==> src/rtl/pace_dma.sv <==
module pace_dma #(
  parameter int ADDR_W = 32,
  parameter int CNT_W  = 16,
  parameter int REG_W  = 32
) (
  input  logic             clk,
  input  logic             rst_n,
  input  logic [1:0]       reg_sel,
  input  logic             reg_wr,
  input  logic [REG_W-1:0] reg_wdata,
  output logic [REG_W-1:0] reg_rdata,
  output logic             irq,
  input  logic             dev_req,
  input  logic [7:0]       dev_data,
  output logic             dev_ack,
  output logic             mem_wr_en,
  output logic [ADDR_W-1:0] mem_addr,
  output logic [7:0]       mem_wdata,
  input  logic             mem_ready
);
  localparam logic [1:0] SEL_ADDR = 2'd0;
  localparam logic [1:0] SEL_CNT  = 2'd1;
  localparam logic [1:0] SEL_CTL  = 2'd2;
  localparam logic [1:0] SEL_STAT = 2'd3;

  logic              busy_q, irq_q, stop_q;
  logic [ADDR_W-1:0] addr_q;
  logic [CNT_W-1:0]  cnt_q;

  logic ctl_wr, go, kill, clr, take, stall, last, halt;

  assign ctl_wr = reg_wr && (reg_sel == SEL_CTL);
  assign go     = ctl_wr && reg_wdata[0] && !busy_q;
  assign kill   = ctl_wr && reg_wdata[1] && busy_q;
  assign clr    = reg_wr && (reg_sel == SEL_STAT) && reg_wdata[1];

  assign mem_wr_en = busy_q && dev_req && (cnt_q != '0);
  assign mem_addr  = addr_q;
  assign mem_wdata = dev_data;
  assign take      = mem_wr_en && mem_ready;
  assign stall     = mem_wr_en && !mem_ready;
  assign dev_ack   = take;
  assign last      = take && (cnt_q == CNT_W'(1));
  assign halt      = (kill || stop_q) && !stall;
  assign irq       = irq_q;

  always_comb begin
    unique case (reg_sel)
      SEL_ADDR: reg_rdata = REG_W'(addr_q);
      SEL_CNT:  reg_rdata = REG_W'(cnt_q);
      SEL_CTL:  reg_rdata = '0;
      default:  reg_rdata = REG_W'({irq_q, busy_q});
    endcase
  end

  always_ff @(posedge clk) begin
    if (!rst_n) begin
      busy_q <= 1'b0;
      irq_q  <= 1'b0;
      stop_q <= 1'b0;
      addr_q <= '0;
      cnt_q  <= '0;
    end else begin
      if (take) begin
        addr_q <= addr_q + ADDR_W'(1);
        cnt_q  <= cnt_q - CNT_W'(1);
      end else if (!busy_q && reg_wr && reg_sel == SEL_ADDR) begin
        addr_q <= reg_wdata[ADDR_W-1:0];
      end else if (!busy_q && reg_wr && reg_sel == SEL_CNT) begin
        cnt_q <= reg_wdata[CNT_W-1:0];
      end

      if (go)
        busy_q <= (cnt_q != '0);
      else if (last || halt)
        busy_q <= 1'b0;

      if (!busy_q || last || halt)
        stop_q <= 1'b0;
      else if (kill)
        stop_q <= 1'b1;

      if (last || (go && cnt_q == '0))
        irq_q <= 1'b1;
      else if (clr)
        irq_q <= 1'b0;
    end
  end
endmodule


==> config.mk <==
export PLATFORM = sky130hd
export DESIGN_NAME = pace_dma
export DESIGN_NICKNAME = d
export VERILOG_FILES = /design/src/rtl/pace_dma.sv
export SDC_FILE = /design/constraint.sdc
export NUM_CORES = 1
export LEC_CHECK = 0
export ABC_CLOCK_PERIOD_IN_PS = 5700
export BUFFER_PORTS_ARGS = -buffer_cell sky130_fd_sc_hd__buf_2
export CAP_MARGIN = 20
export CORE_ASPECT_RATIO = 1.75
export CORE_MARGIN = 2
export CORE_UTILIZATION = 40
export DETAILED_ROUTE_END_ITERATION = 7
export PLACE_DENSITY = 0.66
export SLEW_MARGIN = 20
export SYNTH_ARGS = -nofsm -noshare
export SYNTH_HDL_FRONTEND = slang
export SYNTH_SLANG_ARGS = --single-unit
==> constraint.sdc <==
create_clock -name clk -period 5.7 [get_ports clk]
set_clock_uncertainty 0.05 [all_clocks]
set_input_delay 0.855 -clock clk [delete_from_list [all_inputs] [get_ports clk]]
set_output_delay 0.855 -clock clk [all_outputs]
set_load 0.03 [all_outputs]
==> flow_summary.toml <==
[outcome]
status = "finished, final reports clean"

[floorplan]
dieArea_sq_um = 9510
die_y_microns = 128
top_level_ports = 122
chipWidth_microns = 74.6
initial_core_util_pct = 40.8
rows = 45
coreArea_sq_um = 8560

[routing]
ant_nets = 0
wl_per_cell_microns = 19.4
drt-initial-drc-count = 283
wl_met3_microns = 827
drc = 0
top_layer = "met4"
vias = 4076
wl_met2_microns = 6550
routed_wl_microns = 12700
first_pass_iters = 5
vias_per_cell = 6.20
drt-met1-wl_microns = 4760

[clock_network]
postCtsSetupBuffers = 0
clk_latency_ns = 0.29
cts_root_buf = "clkbuf_16"
max-clock-path-buffers = 2
numCtsBuffers = 5
tritoncts = "done"
ctsResizeCount = 0
clk_pin_slew_ns = 0.07
cts_sinks = 51
cts-hold-fix-buffers = 0
htree_levels = 2

[logic_synthesis]
synth_top_flop_cell = "dfxtp_1"
synth_cell_types = 59
synth_warnings = 0
synth_top_area_cell = "dfxtp_1"
synth_area_leaders = "dfxtp_1 29%, nand2_1 6.3%, a21oi_1 5.3%, mux2i_1 5.2%, a31oi_1 3.6%"
syn-instance-count = 464
ys_async_sr_fraction_pct = 0
ys_seq_elements = 51
avgSynthCellArea_sq_um = 7.52
synth_enable_flop_cells = 0
ys_seq_area_share_pct = 29.3
synth_fp_nets = 514
netlist.area_leader.share_pct = 29.3
syn_area_sq_um = 3490

[placement]
place_hpwl_microns = 8980
dp_cells = 649
gp_congestion = 0.860
portBuffers = 105

[setup_path]
slowest_stage = "nand2_1"
crit_start = "cnt_q[0]"
end_kind = "primary output"
timing.critical_path.fanout_max = 25
r2r_start = "cnt_q[0]"
cp_data_arrival_time_ns = 3.61
crit_type = "flop to primary output"
cp.required_ns = 4.80
crit_chain = "inv_1 -> ha_1 -> or3b_2 -> or4_4 -> nand2_1 -> inv_2 -> buf_2"
max_stage_delay_ns = 0.67
cp-start-kind = "flop"

[grt]
track_usage_pct = 26.4
grt_pass1_vias = 3824
grt_pass1_wl_microns = 19500
antenna_found_initial = 0
grt_max_degree = 46
overflow = 0

[run]
cap_viol_max_count = 0

[layout]
syn_to_final_growth_pct = 18.5
final_cells = 657
diodes = 0
num-nets-final = 589
layout-drive-gt1-share_pct = 24.4
nFillCells = 892

[sta]
fin_crit_sh_pct = 79.2
tightest_slew_ns = 1.11
rsz0062_at_grt = "false"
hold_violations = 0
fmax_mhz = 222
setup_viol = 0
relSlewSlack_pct = 25.8
finalMaxSlewViolations = 0
period_minus_slack_ns = 4.51
tns_ns = 0

[power]
p_leak_nw = 1.70
ir_drop_uv = 127
p_per_area_nw_per_um2 = 219
p_total_mw = 0.904

[worst_hold_path]
hold_path.class = "flop to flop"
worst_hold_startpoint = "mem_addr[28]"
## through the flow
stage / utilization (%) / setup WS [ns] / hold slack [ns] / area, sq um
6_report: 48.3 / 1.19 / 0.481 / 4130
3_5_place_dp: 46.5 / 1.56 / 0.464 / 3980
2_1_floorplan: - / 2.67 / 0.429 / 3490
3_3_place_gp: 46.5 / 1.63 / 0.457 / 3980
5_1_grt: 48.3 / 1.00 / 0.501 / 4130
4_1_cts: 48.3 / 1.24 / 0.476 / 4130
## cell families after synthesis
| family | after synthesis | share of synthesized area [%] |
|---|---|---|
| compound gates | 123 | 23.8 |
| buf+inv | 51 | 7.32 |
| fa+ha+maj | 3 | 1.08 |
| mux | 19 | 5.49 |
| simple gates | 216 | 32.8 |
| xor+xnor | 1 | 0.251 |
| flops | 51 | 29.3 |
## cells in the mapped netlist, drive strengths merged (2+ instances only)
library cell  number
mux2i             18
nand2             59
o31a               2
o211ai            10
nor3              16
or4               11
inv                9
a221oi             2
a22oi              2
and2              17
nand3             19
nor2              28
o2bb2ai            2
a21oi             38
or3               11
a32oi              5
o311ai             8
or2                3
a211oi             2
o31ai              3
buf               19
dfxtp             51
nor4              13
a22o               2
o22ai              6
a31oi             20
a2bb2oi            3
and3b              2
nand3b             4
nand4             14
o21ai             11
and4               2
ha                 3
o21a               2
and3              12
clkbuf            23
## final cells by class
type                            instances  area (sq um)  share of cell area [%]
Inverter                                9          33.8                   0.817
Timing Repair Buffer                  110           563                    13.6
Tap cell                              117           146                    3.54
Multi-Input combinational cell        362          2210                    53.5
Clock buffer                            8           156                    3.78
Sequential cell                        51          1020                    24.7
## power breakdown
part / total (mW) / internal [mW] / switching, mW
Clock: 0.323 / 0.187 / 0.135
Combinational: 0.192 / 0.0592 / 0.132
Sequential: 0.390 / 0.370 / 0.0200
Total: 0.904 / 0.616 / 0.288
## cells in the final DEF, fill, tap and decap left out, drive strengths merged, types with 14 or more instances in the layout
master,synthesis,layout
a21oi,38,38
nor2,28,28
a31oi,20,20
buf,19,110
mux2i,18,18
nand4,14,14
nor3,16,16
dfxtp,51,51
nand3,19,19
nand2,59,59
and2,17,17
## critical path: cells and delay by family, from the launching register on
family | cells | cell delay [ns]
buffers and inverters | 3 | 0.85
AND/OR/NAND/NOR | 3 | 1.86
flip-flops | 1 | 0.35
adder cells (fa/ha/maj) | 1 | 0.23
## state kept, by name, summed over array words and instances (netlist names)
| signal | flops |
|---|---|
| mem_addr | 32 |
| cnt_q | 16 |
| busy_q | 1 |
| irq | 1 |
| stop_q | 1 |
## path summary, 6_finish.rpt
path,to,slack (ns),depth (start not counted)
hold reg to reg,mem_addr[28],0.48,2
setup reg to reg,mem_addr[9],2.10,8
hold / removal,mem_addr[28],0.48,2
setup / recovery,dev_ack,1.19,7
## metal layers
layer | vias to the layer above | track usage, %
met2 | 218 | 45.2
met5 | - | 0
li1 | 1901 | -
met1 | 1905 | 29.3
met3 | 52 | 4.18
met4 | 0 | 16.2
(Power assumes the default switching activity.)
